File: src/rtl/char_scan_pkg.sv
package char_scan_pkg;
  localparam int CODE_W   = 7;
  localparam int CELL_COLS = 5;
  localparam int CELL_ROWS = 7;
  localparam int ROW_W    = $clog2(CELL_ROWS);

  typedef logic [CELL_COLS-1:0] colbits_t;
  typedef logic [CODE_W-1:0]    code_t;
  typedef logic [ROW_W-1:0]     row_t;

  // Font subset; bit 4 is the leftmost column, row 0 is the top row.
  function automatic colbits_t glyph_row(input code_t code, input row_t row);
    colbits_t r;
    case (code)
      7'h20: r = '0;
      7'h41: begin
        case (row)
          3'd0:    r = 5'b01110;
          3'd3:    r = 5'b11111;
          default: r = 5'b10001;
        endcase
      end
      7'h48: begin
        r = (row == 3'd3) ? 5'b11111 : 5'b10001;
      end
      7'h31: begin
        case (row)
          3'd1:    r = 5'b01100;
          3'd6:    r = 5'b01110;
          default: r = 5'b00100;
        endcase
      end
      default: begin
        r = (row == 3'd0 || row == 3'd6) ? 5'b11111 : 5'b10001;
      end
    endcase
    return r;
  endfunction
endpackage

File: src/rtl/char_scan_timer.sv
module char_scan_timer
  import char_scan_pkg::*;
#(
  parameter int PER_W = 8
) (
  input  logic             clk,
  input  logic             rst_n,
  input  logic [PER_W-1:0] row_len,
  output row_t             row,
  output logic             late_half,
  output logic             frame_start
);
  localparam row_t LAST_ROW = row_t'(CELL_ROWS - 1);
  localparam logic [PER_W-1:0] MIN_LEN = PER_W'(2);

  logic [PER_W-1:0] phase;
  logic [PER_W-1:0] eff_len;
  logic             row_end;

  assign eff_len = (row_len < MIN_LEN) ? MIN_LEN : row_len;
  assign row_end = (phase >= eff_len - 1'b1);

  always_ff @(posedge clk or negedge rst_n) begin
    if (!rst_n) begin
      phase <= '0;
      row   <= '0;
    end else if (row_end) begin
      phase <= '0;
      row   <= (row == LAST_ROW) ? '0 : row + 1'b1;
    end else begin
      phase <= phase + 1'b1;
    end
  end

  assign late_half   = (phase >= (eff_len >> 1));
  assign frame_start = (row == '0) && (phase == '0);

  // row never leaves the seven-row range
  p_row_range_r2: assert property (@(posedge clk) disable iff (!rst_n)
    row <= LAST_ROW);

  // row only steps forward by one or wraps from the last row
  p_row_step_r2: assert property (@(posedge clk) disable iff (!rst_n)
    (row != $past(row)) |->
      ((row == row_t'($past(row) + 1'b1)) || (row == '0 && $past(row) == LAST_ROW)));

  // frame pulse lasts one cycle
  p_frame_single_r3: assert property (@(posedge clk) disable iff (!rst_n)
    frame_start |=> !frame_start);
endmodule

File: src/rtl/char_scan_glyph.sv
module char_scan_glyph
  import char_scan_pkg::*;
(
  input  code_t    code,
  input  row_t     row,
  output colbits_t cols
);
  assign cols = glyph_row(code, row);
endmodule

File: src/rtl/char_scan_cell.sv
module char_scan_cell
  import char_scan_pkg::*;
(
  input  colbits_t glyph,
  input  logic     cur_en,
  input  logic     cur_bit,
  input  logic     blank,
  input  logic     late_half,
  output colbits_t cols,
  output logic     cursor_on
);
  colbits_t cursor_pat;

  assign cursor_on  = cur_en & cur_bit;
  assign cursor_pat = late_half ? '0 : '1;

  always_comb begin
    if (blank)          cols = '0;
    else if (cursor_on) cols = cursor_pat;
    else                cols = glyph;
  end
endmodule

File: src/rtl/char_scan_mux.sv
module char_scan_mux
  import char_scan_pkg::*;
#(
  parameter int DIGITS = 4,
  parameter int PER_W  = 8
) (
  input  logic                      clk,
  input  logic                      rst_n,
  input  logic [PER_W-1:0]          row_len,
  input  logic [DIGITS*CODE_W-1:0]  char_codes,
  input  logic [DIGITS-1:0]         cursor_bits,
  input  logic                      cursor_en,
  input  logic [DIGITS-1:0]         digit_blank,
  output logic [ROW_W-1:0]          row_sel,
  output logic [DIGITS*CELL_COLS-1:0] col_data,
  output logic [DIGITS-1:0]         cursor_on,
  output logic                      frame_start
);
  row_t row;
  logic late_half;

  char_scan_timer #(.PER_W(PER_W)) u_timer (
    .clk         (clk),
    .rst_n       (rst_n),
    .row_len     (row_len),
    .row         (row),
    .late_half   (late_half),
    .frame_start (frame_start)
  );

  assign row_sel = row;

  for (genvar d = 0; d < DIGITS; d++) begin : g_digit
    colbits_t glyph;
    colbits_t cols;
    logic     cur;

    char_scan_glyph u_glyph (
      .code (char_codes[d*CODE_W +: CODE_W]),
      .row  (row),
      .cols (glyph)
    );

    char_scan_cell u_cell (
      .glyph     (glyph),
      .cur_en    (cursor_en),
      .cur_bit   (cursor_bits[d]),
      .blank     (digit_blank[d]),
      .late_half (late_half),
      .cols      (cols),
      .cursor_on (cur)
    );

    assign col_data[d*CELL_COLS +: CELL_COLS] = cols;
    assign cursor_on[d] = cur;

    // a blanked digit drives nothing
    p_blank_dark_r8: assert property (@(posedge clk) disable iff (!rst_n)
      digit_blank[d] |-> (cols == '0));

    // unblanked cursor digit is fully lit in the first half
    p_cursor_full_r5: assert property (@(posedge clk) disable iff (!rst_n)
      (cur && !late_half && !digit_blank[d]) |-> (cols == '1));

    // cursor digit is dark in the second half
    p_cursor_dim_r6: assert property (@(posedge clk) disable iff (!rst_n)
      (cur && late_half) |-> (cols == '0));

    // no cursor without the global enable
    p_cursor_gate_r7: assert property (@(posedge clk) disable iff (!rst_n)
      !cursor_en |-> !cur);
  end
endmodule

File: config.mk
export PLATFORM = sky130hd
export DESIGN_NAME = char_scan_mux
export DESIGN_NICKNAME = d
export VERILOG_FILES = /design/src/rtl/char_scan_pkg.sv /design/src/rtl/char_scan_timer.sv /design/src/rtl/char_scan_glyph.sv /design/src/rtl/char_scan_cell.sv /design/src/rtl/char_scan_mux.sv
export SDC_FILE = /design/constraint.sdc
export NUM_CORES = 1
export LEC_CHECK = 0
export ABC_AREA = 1
export BUFFER_PORTS_ARGS = -buffer_cell sky130_fd_sc_hd__buf_2
export CORE_MARGIN = 4
export CORE_UTILIZATION = 45
export CTS_BUF_LIST = sky130_fd_sc_hd__clkbuf_8
export DETAILED_ROUTE_END_ITERATION = 8
export GPL_TIMING_DRIVEN = 0
export PLACE_DENSITY_LB_ADDON = 0.1
export SKIP_LAST_GASP = 1
export SYNTH_ARGS = -nofsm -noshare
export SYNTH_HDL_FRONTEND = slang
export SYNTH_HIERARCHICAL = 1
export SYNTH_SLANG_ARGS = --single-unit
File: constraint.sdc
create_clock -name clk -period 3.9 [get_ports clk]
set_input_delay 0.585 -clock clk [delete_from_list [all_inputs] [get_ports clk]]
set_output_delay 0.585 -clock clk [all_outputs]
set_load 0.005 [all_outputs]
==> results of run 1 <==
==> metal layers <==
metal  routed length [um]  GRT usage  part of all wire  up-vias
met5                    0          0                 0        -
met4                   46     0.0460            0.0079        0
met3                  322     0.0165             0.055        5
met2                 2740      0.280              0.47       61
met1                 2720      0.207              0.47     1252
li1                     -          -                 -     1589
==> report_power, final <==
part,total (mW),switching [mW],internal (mW),leakage (nW)
Combinational,0.776,0.448,0.328,1.68
Sequential,0.282,0.124,0.158,0.140
Clock,0.115,0.0459,0.0694,0.0269
Total,1.17,0.618,0.555,1.85
==> area by class of cell <==
class / count / area, um2
fillers: 613 / 2450
multi-input cells: 362 / 2000
repair buffers: 74 / 370
inverters: 81 / 304
flip-flops and latches: 11 / 275
well taps: 72 / 90.1
plain buffers: 9 / 71.3
clock buffers: 3 / 41.3
clock inverters: 1 / 3.75
==> final timing paths <==
check,slack [ps],from,end,depth (start not counted)
worst max-delay path,900,row_len[3],col_data[8],16
worst min-delay path,200,rst_n,u_timer/phase[5],1
worst max register to register,2330,u_timer/phase[5],u_timer/row[2],7
worst min register to register,500,u_timer/phase[0],u_timer/phase[0],1
max in group asynchronous,3490,rst_n,u_timer/phase[7],1
min in group clk,500,u_timer/phase[0],u_timer/phase[0],1
==> cell usage after synthesis, drive strengths merged <==
master    n  area (um2)
buf       9        71.3
nand3    55         365
o21ai    11        70.1
dfrtp    11         275
inv      81         304
xnor2     1        8.76
a21oi    25         125
a31oi     1        6.26
o21a      3        23.8
xor2      5        43.8
nor4      1        6.26
nand4     3        33.8
nor3      3        25.0
ha       17         213
nor2    114         561
nand2   122         516
nand3b    1        7.51
==> per-stage QoR <==
step                      instances  hold slack, ps
after floorplan                 463             289
after global placement          609             464
after detailed placement        609             470
after CTS                       613             203
after global routing            613             221
final                           613             205
==> cell usage in the layout, fill, tap and decap left out, types with 11 or more instances in the layout <==
cell,synthesis,layout
nor2_1,85,85
nor2_2,17,17
nand3_1,37,37
nand3_2,18,18
nor2_4,12,12
inv_2,15,15
a21oi_1,25,25
nand2_2,23,23
inv_1,66,67
dfrtp_1,11,11
nand2_1,99,99
ha_1,17,17
buf_2,0,74
==> logic make-up (layout without fill, tap and decap cells) <==
kind of cell / count (synthesis) / count (layout)
flops: 11 / 11
buf+inv: 90 / 168
compound gates: 40 / 40
fa+ha+maj: 17 / 17
simple gates: 299 / 299
xor+xnor: 6 / 6
==> registers in the layout, summed over array words and instances (netlist names) <==
signal / cells
u_timer/row: 3
u_timer/phase: 8
==> reports/results.ini, run 1 <==
[routing]
drc_errors = 0
viasPerCell = 4.74
dr.pass1.iters = 4
vias = 2907
drtIter0Drc = 103
ant_nets = 0
post_drt_wl_per_cell_um = 9.50
routed_wl_mm = 5.82

[pwr]
power_mw = 1.17
p_leak_nw = 1.85
ir_drop_mv = 0.187
powerDensity_nw_per_um2 = 371

[finish]
stdcell_area_um2 = 3160
drive_gt1_frac = 0.331
nNetsFinal = 606
area_growth_syn_to_layout_pct = 19.0
diodes = 0
fin_util = 0.564

[timing]
final_max_slew_viol_count = 0
tightest_slew_ps = 622
setup_viol = 0
setup_ws_ps = 896
rsz0062_at_grt = no
slew-limit-headroom = 0.585
period_share = 0.770
skew_ps = 1.01
finalHoldViolations = 0
setup-tns-final_ps = 0
fmax_mhz = 333
finalCriticalPeriod_ps = 3000

[clock_network]
postCtsSetupRepairBufs = 0
post_cts_resized = 0
clk_latency_ps = 240
cts_buffers = 3
clkTransAtPathRegs_ps = 50
cts-root-buf = clkbuf_8
cts.sinks = 11
cts_hold_buf = 0
cts_tree = yes
h-tree-depth = 1
clockBufferDepth = 2

[logic_synthesis]
synth-simple-area-share = 0.570
syn_nets = 527
synth-xor-area-share = 0.0198
ys_warn_count = 6
synthMuxAreaShare = 0
syn_area_per_cell_um2 = 5.73
yosysUniqueCellTypes = 27
ys_seq_area_frac = 0.104
synthCells = 463
synth_adder_area_share = 0.0801
synth_compound_area_frac = 0.0848
syn-cell-area_um2 = 2660
synth_top_family_by_area = simple AND/OR/NAND/NOR gates
ys_ff_latch = 11

[setup_path]
crit_fanout = 5
cpMostUsedCell = nand2_1
crit_chain = buf_2 -> nor2_2 -> nand2_1 -> nor2_2 -> inv_2 -> nand2_1 -> ha_1 -> inv_1 -> a21oi_1 -> o21ai_0 -> nand2_1 -> nand3_1 -> nand3_2 -> nand2_2 -> nor2_1 -> buf_2
cp_slowest_cell = nand3_1
critPathCaptureType = primary output
crit_type = primary input to primary output
critPathRequiredTime_ps = 3310
worst_path_dominant_cell_family = simple AND/OR/NAND/NOR gates
arrival_ps = 2420
crit_path_start_kind = primary input
crit_buf_inv = 4
slowest_delay_ps = 300

[grt]
grt_overflow = 0
grt_antenna_before_repair = 0
grt_pass1_vias = 2525
globalRouteTotalUtil = 0.160
grt_pass1_wl_mm = 10.0
grt_max_degree = 29

[placed_design]
placed_area_um2 = 3120
port_buffers = 74
place.gp.congestion = 0.790
dp_hpwl_mm = 4.94
pre_cts_ws_ps = 863

[run]
drv_cap = 0

[run_status]
status = complete, no violations

[floorplan]
die-area_um2 = 7190
fp-row-count = 27
die_h_um = 84.8
io_pins = 75
coreArea_um2 = 5610
start_util = 0.473
die-width_um = 84.8

[worst_hold_path]
hp-class = primary input to async pin

Note: power is estimated with default switching activity, not from simulation.
==> run 2, diff against run 1 <==
==> constraint.sdc (replaced) <==
create_clock -name clk -period 2.47 [get_ports clk]
set_input_delay 0.3705 -clock clk [delete_from_list [all_inputs] [get_ports clk]]
set_output_delay 0.3705 -clock clk [all_outputs]
set_load 0.005 [all_outputs]
==> run 2 against run 1 <==
Effect of this change: total power up 61%; largest power group unchanged; final cell count up 0.33%; sequential power up 60%; critical path depth down 7; combinational power up 61%; die area unchanged; routed wire length up 0.57%; count of clock-buffer cells in the layout unchanged; sequential share of layout area down 0.076 points; sequential cell count unchanged.
==> reports/results.ini, run 2 (synthesis gave the netlist of run 1 again) <==
[clock_network]
h-tree-depth = 1  ; unchanged
clockBufferDepth = 2  ; unchanged
clkTransAtPathRegs_ps = 50  ; about the same
clk_latency_ps = 240  ; about the same
cts_tree = yes  ; unchanged
cts.sinks = 11  ; unchanged
cts-root-buf = clkbuf_8  ; unchanged
cts_buffers = 3  ; unchanged

[finish]
mostFrequentLayoutCells = nand2_1, nor2_1, buf_2  ; unchanged
registers.top_by_ff_count = u_timer/phase  ; unchanged
largest_register_ffs = 8  ; unchanged
final_common_cell = nand2_1  ; unchanged
ff_latch_area_um2 = 279  ; was 275 um2
drive_gt1_frac = 0.352  ; was 0.331
fillers = 603  ; was 613
reg_top3 = u_timer/phase (8), u_timer/row (3)  ; unchanged
multi_input_area_um2 = 2050  ; was 2000 um2
area_growth_syn_to_layout_pct = 21.7  ; was 19.0%
nNetsFinal = 608  ; was 606
diodes = 0  ; unchanged
final_cells = 615  ; was 613

[timing]
whs_ps = 503  ; was 205 ps
period_share = 0.939
finalHoldViolations = 0  ; unchanged
tightest_slew_ps = 510  ; was 622 ps
final_max_slew_viol_count = 0  ; unchanged
setup_ws_ps = 151  ; was 896 ps
skew_ps = 0.470  ; was 1.01 ps
finalCriticalPeriod_ps = 2320
slew-limit-headroom = 0.660  ; was 0.585
fmax_mhz = 431
setup_viol = 0  ; unchanged

[setup_path]
crit_buf_inv = 1  ; was 4
critPathRequiredTime_ps = 2100  ; was 3310 ps
crit_type = flop to primary output  ; was primary input to primary output
slowest_delay_ps = 470  ; was 300 ps
arrival_ps = 1950  ; was 2420 ps
rrSetupSlack_ps = 900  ; was 2330 ps
crit_chain = ha_1 -> nand2_1 -> nor2_1 -> nand4_1 -> nand3_4 -> nand3_2 -> nand2_4 -> nor2_1 -> buf_2  ; was buf_2 -> nor2_2 -> nand2_1 -> nor2_2 -> inv_2 -> nand2_1 -> ha_1 -> inv_1 -> a21oi_1 -> o21ai_0 -> nand2_1 -> nand3_1 -> nand3_2 -> nand2_2 -> nor2_1 -> buf_2
cp_slowest_cell = dfrtp_1  ; was nand3_1
critPathCaptureType = primary output  ; unchanged
crit_path_start_kind = flop  ; was primary input
worst_path_dominant_cell_family = simple AND/OR/NAND/NOR gates  ; unchanged
crit_fanout = 6  ; was 5
cpMostUsedCell = nor2_1  ; was nand2_1

[run]
drv_cap = 0  ; unchanged

[grt]
grt_overflow = 0  ; unchanged
globalRouteTotalUtil = 0.160  ; about the same
grt_max_degree = 29  ; unchanged
grt_pass1_vias = 2532  ; was 2525
grt_antenna_before_repair = 0  ; unchanged
grt_pass1_wl_mm = 10.1  ; was 10.0 mm

[floorplan]
die-width_um = 84.8  ; unchanged
die-area_um2 = 7190  ; unchanged
start_util = 0.473  ; unchanged
fp-row-count = 27  ; unchanged
io_pins = 75  ; unchanged
die_h_um = 84.8  ; unchanged
coreArea_um2 = 5610  ; unchanged

[routing]
post_drt_wl_per_cell_um = 9.52  ; was 9.50 um
drc_errors = 0  ; unchanged
ant_nets = 0  ; unchanged
viasPerCell = 4.70  ; was 4.74
dr.pass1.iters = 4  ; unchanged
drtIter0Drc = 91  ; was 103
routed_wl_mm = 5.86  ; was 5.82 mm
vias = 2890  ; was 2907

[pwr]
ir_drop_mv = 0.306  ; was 0.187 mV
p_leak_nw = 1.86  ; was 1.85 nW
powerDensity_nw_per_um2 = 583  ; was 371 nW/um2
power_mw = 1.89  ; was 1.17 mW

[placed_design]
port_buffers = 74  ; unchanged
dp.cells = 609  ; unchanged
place.gp.congestion = 0.790  ; unchanged
dp_hpwl_mm = 4.94  ; unchanged
pre_cts_ws_ps = -138  ; was 863 ps

[worst_hold_path]
hp-class = flop to flop  ; was primary input to async pin

[run_status]
status = complete, no violations  ; unchanged

run 2: cell type report:
type                    count  share of cell area
clock inverters             1             0.00116
multi-input cells         362               0.636
plain buffers               9              0.0221
inverters                  81              0.0941
repair buffers             76               0.120
well taps                  72              0.0279
flip-flops and latches     11              0.0863
clock buffers               3              0.0128
run 2: final timing paths:
kind | from | to | cells past startpoint
max reg2reg | u_timer/phase[0] | u_timer/row[2] | 11
min in group asynchronous | rst_n | u_timer/phase[2] | 2
max in group asynchronous | rst_n | u_timer/row[1] | 2
min reg2reg | u_timer/phase[0] | u_timer/phase[0] | 1
min | u_timer/phase[0] | u_timer/phase[0] | 1
max | u_timer/phase[5] | col_data[5] | 9
run 2: what timing repair did:
| item | in CTS | in global routing |
|---|---|---|
| buffers inserted | 0 | 1 |
| hold buffers | 1 | 0 |
| pin swaps | 0 | 5 |
| hold endpoints to repair | 11 | 0 |
| resized for setup | 1 | 16 |
| setup endpoints to repair | 20 | 20 |
run 2: per-stage QoR:
stage | instance area, um2 | utilization | TNS (ps)
2_1_floorplan | 2660 | - | 0
4_1_cts | 3180 | 0.566 | 0
3_5_place_dp | 3120 | 0.556 | -2430
5_1_grt | 3230 | 0.576 | -38.8
6_report | 3230 | 0.576 | 0
3_3_place_gp | 3120 | 0.556 | -2310
run 2: power by group:
part	switching, mW	leakage, nW	internal [mW]
clock network	0.0722	0.0269	0.110
logic	0.723	1.70	0.530
registers	0.195	0.136	0.255
total	0.991	1.86	0.895
run 2: metal layers:
metal / track usage / routed length (um)
met5: 0 / 0
met2: 0.280 / 2740
met3: 0.0165 / 282
met1: 0.209 / 2790
met4: 0.0460 / 46
